===== config.mk =====
export PLATFORM = sky130hd
export DESIGN_NAME = selfid_seq
export DESIGN_NICKNAME = d
export VERILOG_FILES = /design/src/rtl/selfid_pkg.sv /design/src/rtl/selfid_pick.sv /design/src/rtl/selfid_ctrl.sv /design/src/rtl/selfid_dp.sv /design/src/rtl/selfid_seq.sv
export SDC_FILE = /design/constraint.sdc
export NUM_CORES = 1
export LEC_CHECK = 0
export CAP_MARGIN = 0
export CELL_PAD_IN_SITES_DETAIL_PLACEMENT = 0
export CELL_PAD_IN_SITES_GLOBAL_PLACEMENT = 1
export CORE_MARGIN = 3
export CORE_UTILIZATION = 36
export DETAILED_ROUTE_END_ITERATION = 16
export GPL_ROUTABILITY_DRIVEN = 1
export PLACE_DENSITY = 0.84
export SYNTH_ARGS = -nofsm -noshare
export SYNTH_HDL_FRONTEND = slang
export SYNTH_SLANG_ARGS = --single-unit

===== constraint.sdc =====
create_clock -name clk -period 2.1 [get_ports clk]
set_input_delay 0.42 -clock clk [delete_from_list [all_inputs] [get_ports clk]]
set_output_delay 0.42 -clock clk [all_outputs]
set_load 0.03 [all_outputs]

===== src/rtl/selfid_pkg.sv =====
package selfid_pkg;

  typedef enum logic [2:0] {
    ST_IDLE,
    ST_WAITG,
    ST_PICK,
    ST_GRANT,
    ST_SEND,
    ST_FIN
  } seqState_t;

  // strobes from control to datapath
  typedef struct packed {
    logic clear;
    logic ownPkt;
  } dpCtl_t;

endpackage


===== src/rtl/selfid_pick.sv =====
module selfid_pick #(
  parameter int NUM_PORTS = 4,
  localparam int PORT_W = (NUM_PORTS > 1) ? $clog2(NUM_PORTS) : 1
) (
  input  logic [NUM_PORTS-1:0] pending,
  output logic                 anyPending,
  output logic [PORT_W-1:0]    lowIdx
);

  // lowest set bit wins: scan from the top so the lowest index is written last
  always_comb begin
    lowIdx = '0;
    for (int i = NUM_PORTS - 1; i >= 0; i--) begin
      if (pending[i]) lowIdx = PORT_W'(i);
    end
    anyPending = |pending;
  end

endmodule


===== src/rtl/selfid_ctrl.sv =====
module selfid_ctrl
  import selfid_pkg::*;
#(
  parameter int NUM_PORTS = 4,
  localparam int PORT_W = (NUM_PORTS > 1) ? $clog2(NUM_PORTS) : 1
) (
  input  logic                 clk,
  input  logic                 rstN,
  input  logic                 busReset,
  input  logic                 phaseStart,
  input  logic                 isRoot,
  input  logic [NUM_PORTS-1:0] childMask,
  input  logic                 parentGrant,
  input  logic [NUM_PORTS-1:0] childDone,
  input  logic                 anyPending,
  input  logic [PORT_W-1:0]    lowIdx,
  output logic [NUM_PORTS-1:0] pendingMask,
  output logic [NUM_PORTS-1:0] childGrant,
  output logic                 parentDone,
  output logic                 pktTx,
  output logic                 phaseDone,
  output dpCtl_t               ctl
);

  seqState_t             state;
  logic                  rootQ;
  logic [NUM_PORTS-1:0]  maskQ;
  logic [NUM_PORTS-1:0]  doneSeen;
  logic [PORT_W-1:0]     grantIdx;
  logic                  phaseDoneQ;
  logic                  startNow;
  logic                  grantDone;

  assign startNow  = (state == ST_IDLE) && phaseStart;
  assign grantDone = (state == ST_GRANT) && childDone[grantIdx];

  // per-port done record
  for (genvar g = 0; g < NUM_PORTS; g++) begin : g_done
    always_ff @(posedge clk or negedge rstN) begin
      if (!rstN) begin
        doneSeen[g] <= 1'b0;
      end else if (busReset || startNow) begin
        doneSeen[g] <= 1'b0;
      end else if (grantDone && (grantIdx == PORT_W'(g))) begin
        doneSeen[g] <= 1'b1;
      end
    end
  end

  assign pendingMask = maskQ & ~doneSeen;

  always_ff @(posedge clk or negedge rstN) begin
    if (!rstN) begin
      state      <= ST_IDLE;
      rootQ      <= 1'b0;
      maskQ      <= '0;
      grantIdx   <= '0;
      phaseDoneQ <= 1'b0;
    end else if (busReset) begin
      state      <= ST_IDLE;
      rootQ      <= 1'b0;
      maskQ      <= '0;
      grantIdx   <= '0;
      phaseDoneQ <= 1'b0;
    end else begin
      phaseDoneQ <= (state == ST_SEND) && rootQ;
      unique case (state)
        ST_IDLE: begin
          if (phaseStart) begin
            rootQ <= isRoot;
            maskQ <= childMask;
            state <= isRoot ? ST_PICK : ST_WAITG;
          end
        end
        ST_WAITG: begin
          if (parentGrant) state <= ST_PICK;
        end
        ST_PICK: begin
          if (anyPending) begin
            grantIdx <= lowIdx;
            state    <= ST_GRANT;
          end else begin
            state <= ST_SEND;
          end
        end
        ST_GRANT: begin
          if (childDone[grantIdx]) state <= rootQ ? ST_PICK : ST_WAITG;
        end
        ST_SEND:  state <= ST_FIN;
        ST_FIN:   state <= ST_FIN;
        default:  state <= ST_IDLE;
      endcase
    end
  end

  always_comb begin
    for (int i = 0; i < NUM_PORTS; i++) begin
      childGrant[i] = (state == ST_GRANT) && (grantIdx == PORT_W'(i));
    end
  end

  assign parentDone = (state == ST_FIN) && !rootQ;
  assign pktTx      = (state == ST_SEND);
  assign phaseDone  = phaseDoneQ;
  assign ctl.clear  = busReset;
  assign ctl.ownPkt = (state == ST_SEND);

  // one grant at a time
  a_r3_single_grant: assert property (@(posedge clk) disable iff (!rstN || busReset)
    $onehot0(childGrant));

  // grant held until the granted child reports done
  a_r3_grant_held: assert property (@(posedge clk) disable iff (!rstN || busReset)
    ((|childGrant) && ((childGrant & childDone) == '0)) |=> $stable(childGrant));

  // done is held once raised
  a_r6_done_hold: assert property (@(posedge clk) disable iff (!rstN || busReset)
    parentDone |=> parentDone);

  // no done while a child is still pending
  a_r6_no_early_done: assert property (@(posedge clk) disable iff (!rstN || busReset)
    parentDone |-> (pendingMask == '0));

  // the root never reports upstream
  a_r8_root_silent: assert property (@(posedge clk) disable iff (!rstN || busReset)
    rootQ |-> !parentDone);

  // completion is a single-cycle pulse
  a_r8_pulse: assert property (@(posedge clk) disable iff (!rstN || busReset)
    phaseDone |=> !phaseDone);

  // packet is never sent straight out of idle
  a_r2_no_send_idle: assert property (@(posedge clk) disable iff (!rstN || busReset)
    (state == ST_IDLE) |=> !pktTx);

endmodule


===== src/rtl/selfid_dp.sv =====
module selfid_dp
  import selfid_pkg::*;
#(
  parameter int ID_W = 6,
  localparam logic [ID_W-1:0] ID_MAX = {ID_W{1'b1}}
) (
  input  logic            clk,
  input  logic            rstN,
  input  dpCtl_t          ctl,
  input  logic            pktSeen,
  input  logic            pktSeenIrm,
  input  logic            wantIrm,
  output logic [ID_W-1:0] pktTxId,
  output logic            pktTxIrm,
  output logic [ID_W-1:0] physId,
  output logic            physIdValid,
  output logic [ID_W-1:0] irmId,
  output logic            irmValid
);

  logic [ID_W-1:0] cnt;
  logic            evt;
  logic            flag;

  assign evt  = pktSeen | ctl.ownPkt;
  assign flag = ctl.ownPkt ? wantIrm : pktSeenIrm;

  always_ff @(posedge clk or negedge rstN) begin
    if (!rstN) begin
      cnt         <= '0;
      physId      <= '0;
      physIdValid <= 1'b0;
      irmId       <= '0;
      irmValid    <= 1'b0;
    end else if (ctl.clear) begin
      cnt         <= '0;
      physId      <= '0;
      physIdValid <= 1'b0;
      irmId       <= '0;
      irmValid    <= 1'b0;
    end else begin
      if (evt) begin
        if (cnt != ID_MAX) cnt <= cnt + 1'b1;
        if (flag) begin
          irmId    <= cnt;
          irmValid <= 1'b1;
        end
      end
      if (ctl.ownPkt) begin
        physId      <= cnt;
        physIdValid <= 1'b1;
      end
    end
  end

  assign pktTxId  = cnt;
  assign pktTxIrm = wantIrm;

  // each observed packet advances the counter by one
  a_r4_count_step: assert property (@(posedge clk) disable iff (!rstN || ctl.clear)
    (pktSeen && (cnt != ID_MAX)) |=> (cnt == $past(cnt) + 1'b1));

  // inputs never report a foreign packet while sending our own
  a_r4_no_collision: assert property (@(posedge clk) disable iff (!rstN || ctl.clear)
    !(pktSeen && ctl.ownPkt));

  // an assigned ID does not move
  a_r5_id_stable: assert property (@(posedge clk) disable iff (!rstN || ctl.clear)
    physIdValid |=> ($stable(physId) && physIdValid));

  // the recorded contender ID only climbs
  a_r9_irm_climbs: assert property (@(posedge clk) disable iff (!rstN || ctl.clear)
    (irmValid && $past(irmValid)) |-> (irmId >= $past(irmId)));

endmodule


===== src/rtl/selfid_seq.sv =====
module selfid_seq
  import selfid_pkg::*;
#(
  parameter int NUM_PORTS = 4,
  parameter int ID_W      = 6,
  localparam int PORT_W = (NUM_PORTS > 1) ? $clog2(NUM_PORTS) : 1
) (
  input  logic                 clk,
  input  logic                 rstN,
  input  logic                 busReset,
  input  logic                 phaseStart,
  input  logic                 isRoot,
  input  logic [NUM_PORTS-1:0] childMask,
  input  logic                 wantIrm,
  input  logic                 parentGrant,
  output logic                 parentDone,
  output logic [NUM_PORTS-1:0] childGrant,
  input  logic [NUM_PORTS-1:0] childDone,
  input  logic                 pktSeen,
  input  logic                 pktSeenIrm,
  output logic                 pktTx,
  output logic [ID_W-1:0]      pktTxId,
  output logic                 pktTxIrm,
  output logic [ID_W-1:0]      physId,
  output logic                 physIdValid,
  output logic                 phaseDone,
  output logic [ID_W-1:0]      irmId,
  output logic                 irmValid
);

  dpCtl_t                ctl;
  logic [NUM_PORTS-1:0]  pendingMask;
  logic                  anyPending;
  logic [PORT_W-1:0]     lowIdx;

  selfid_pick #(.NUM_PORTS(NUM_PORTS)) u_pick (
    .pending    (pendingMask),
    .anyPending (anyPending),
    .lowIdx     (lowIdx)
  );

  selfid_ctrl #(.NUM_PORTS(NUM_PORTS)) u_ctrl (
    .clk         (clk),
    .rstN        (rstN),
    .busReset    (busReset),
    .phaseStart  (phaseStart),
    .isRoot      (isRoot),
    .childMask   (childMask),
    .parentGrant (parentGrant),
    .childDone   (childDone),
    .anyPending  (anyPending),
    .lowIdx      (lowIdx),
    .pendingMask (pendingMask),
    .childGrant  (childGrant),
    .parentDone  (parentDone),
    .pktTx       (pktTx),
    .phaseDone   (phaseDone),
    .ctl         (ctl)
  );

  selfid_dp #(.ID_W(ID_W)) u_dp (
    .clk         (clk),
    .rstN        (rstN),
    .ctl         (ctl),
    .pktSeen     (pktSeen),
    .pktSeenIrm  (pktSeenIrm),
    .wantIrm     (wantIrm),
    .pktTxId     (pktTxId),
    .pktTxIrm    (pktTxIrm),
    .physId      (physId),
    .physIdValid (physIdValid),
    .irmId       (irmId),
    .irmValid    (irmValid)
  );

endmodule


==> results.yml <==
drt:
  firstDrtPassIters: 4
  drtIter0Drc: 77
  via_count: 1435
  vias_per_cell: 5.05
  ant_nets: 0
  wl_mm: 3.89
  route.detailed.drc: 0
  wire_per_inst_um: 13.7
cells_and_area:
  multi_input_area_um2: 806
  syn2layout_area_growth_pct: 38.1
  final_cell_mix: "clkdlybuf4s50_1 (38), dfrtp_1 (35), nand2_1 (18), nor2_1 (18)"
  n_antenna_cell: 0
  drive_gt1_share_pct: 16.8
  register_area_um2: 876
  fillCellCount: 426
  final_common_cell: "clkdlybuf4s50_1"
  fin_nets: 250
floorplan:
  fp.dieW_um: 75.6
  fp-row-count: 24
  num_io_pins: 45
  dieArea_um2: 5710
  start_util_pct: 38.7
  die_h_um: 75.6
  core_um2: 4500
synth:
  ys_seq_area_share_pct: 50.3
  synth_area_um2: 1740
  syn_nets: 193
  synthArstFlopShare_pct: 100
  synth_enable_flop_cells: 0
  synthTopCellsByArea: "dfrtp_1 (50%), a21oi_1 (4.9%), mux2i_1 (4.6%), mux2_2 (4.5%), nor2b_1 (4.3%)"
  avgSynthCellArea_um2: 9.96
  ys_seq_elements: 35
  synth_top_cell_area_share_pct: 50.3
  synth_flop_cell: "dfrtp_1"
  synth_area_leader_cell: "dfrtp_1"
  netlist-cell-type-count: 40
  synthCells: 175
  yosysWarnings: 0
flow_run:
  max-cap-violations: 0
clock_network:
  cts_buffer_depth: 2
  cts.clk_slew.worst_paths_ps: 70
  cts_root_buf: "clkbuf_8"
  clk_latency_ps: 280
  cts_hold_buf: 0
  cts_sinks: 35
  cts_tree: "built"
  cts-buffers-inserted: 5
  htree_levels: 2
setup_path:
  slowest_stage: "clkdlybuf4s50_1"
  crit_fanout: 2
  critPathKind: "input port to primary output"
  crit_family: "buffers and inverters"
  slowest_delay_ps: 680
  crit_top_cell: "clkdlybuf4s50_1"
  crit_required_ps: 1680
  start_kind: "input port"
  critPathBufInv: 2
  path_cells: "clkdlybuf4s50_1, clkdlybuf4s50_1"
  arrival_ps: 1580
  critPathCaptureType: "primary output"
sta:
  fmax_mhz: 499
  finClkSkew_ps: 4.99
  worst_pin_slew_ps: 437
  fin_crit_sh_pct: 95.4
  whs_ps: 507
  period_needed_ps: 2000
  max-slew-margin-rel_pct: 70.8
  hold_violations: 0
  final.setup.worst_slack_ps: 97.2
  slew_viol_final: 0
  grt_setup_unrepaired: "no"
  fin_tns_setup_ps: 0
  setup-violations-final: 0
pwr:
  leakage_nw: 1.08
  clockPowerShare_pct: 28.3
  worst_ir_drop_vdd_mv: 0.424
  power.total_mw: 1.71
  power.share.sequential_pct: 44.8
  p_sw_mw: 0.513
  netSwitchingFraction_pct: 30.0
  p_int_mw: 1.20
  power-per-cell-area_nw_per_um2: 712
  power_frac_comb_pct: 26.9
placement:
  io_buffers: 44
  dpl_worst_slack_ps: 83.7
  hpwl_mm: 2.89
  place_congestion: 0.880
grt:
  grt_pass1_vias: 1394
  grtUsageMet3_pct: 3.96
  grt_util_all_layers_pct: 15.0
  grt_pass1_wl_mm: 6.44
  grt_overflow: 0
  antenna_found_initial: 0
  grt_use_met2_pct: 24.4
  globalRoute.busiestLayer: "met2"
  grt_max_degree: 36
  use_met1_pct: 19.1
min_path:
  hold_class: "flip-flop to flip-flop"
run_status:
  status: "finished clean"
-- area by class of cell --
class                   count  area share, %
repair buffers             59           23.0
inverters                   5          0.780
clock buffers               6           3.43
clock inverters             1          0.208
flip-flops and latches     35           36.4
well taps                  52           2.70
multi-input cells         126           33.5
-- worst paths after layout --
kind	start	end	slack, ps	depth (start not counted)
worst max-delay path	wantIrm	pktTxIrm	100	2
worst min-delay path	u_dp.irmId[2]	u_dp.irmId[2]	510	1
worst max register to register	u_ctrl.state[0]	u_dp.irmId[3]	130	4
worst min register to register	u_dp.irmId[2]	u_dp.irmId[2]	510	1
max in group asynchronous	rstN	u_dp.physId[2]	1250	2
min in group asynchronous	rstN	u_dp.irmId[1]	540	2
-- through the flow --
| stage | instances | area (um^2) | utilization (%) |
|---|---|---|---|
| 6_report | 284 | 2410 | 53.4 |
| 5_1_grt | 284 | 2410 | 53.4 |
| 4_1_cts | 282 | 2390 | 53.1 |
| 3_5_place_dp | 275 | 2310 | 51.2 |
| 3_3_place_gp | 275 | 2310 | 51.2 |
| 2_1_floorplan | 175 | 1740 | - |
-- routing by layer --
| metal | routed length [um] | share of wire, % |
|---|---|---|
| met2 | 1900 | 49 |
| met5 | 0 | 0 |
| met1 | 1790 | 46 |
| met4 | 53 | 1.4 |
| met3 | 148 | 3.8 |
-- timing repair --
item	CTS	global route
setup buffers	0	2
pin swaps	0	0
endpoints found under the setup margin	3	1
resized for setup	3	0
-- state kept, by name, indices dropped and copies added (netlist names) --
name,cells
u_ctrl.rootQ,1
u_dp.physId,6
u_ctrl.state,3
u_ctrl.doneSeen,4
u_dp.irmId,6
u_dp.physIdValid,1
u_dp.pktTxId,6
u_ctrl.phaseDone,1
u_dp.irmValid,1
u_ctrl.maskQ,4
u_ctrl.grantIdx,2
-- cell usage after synthesis, types with 2 or more instances --
| library cell | n |
|---|---|
| o221ai_1 | 2 |
| or3_1 | 2 |
| nor4_1 | 3 |
| mux2_2 | 7 |
| a21oi_1 | 17 |
| o41ai_1 | 2 |
| nor2b_1 | 12 |
| nor2_1 | 18 |
| clkbuf_1 | 5 |
| mux2i_1 | 8 |
| buf_4 | 2 |
| or2_2 | 2 |
| xor2_1 | 3 |
| nor3b_1 | 4 |
| o21ai_0 | 6 |
| dfrtp_1 | 35 |
| nand2_1 | 18 |
| nand2b_1 | 3 |
| and2_1 | 2 |
| inv_1 | 4 |
-- power by group through the flow --
stage,Sequential [mW],Combinational [mW],Clock (mW)
3_3_place_gp,0.776,0.452,0
6_report,0.767,0.461,0.485
2_1_floorplan,0.796,0.255,0
4_1_cts,0.767,0.456,0.506
3_5_place_dp,0.779,0.454,0
5_1_grt,0.776,0.507,0.530
-- cells by family after synthesis --
kind of cell    after synthesis  synth area share [%]
xor+xnor                      3                  1.51
simple gates                 73                  22.5
mux                          15                  9.12
buf+inv                      14                  3.52
flops                        35                  50.3
compound gates               34                  12.3
fa+ha+maj                     1                 0.718
Note: power is estimated with default switching activity, not from simulation.
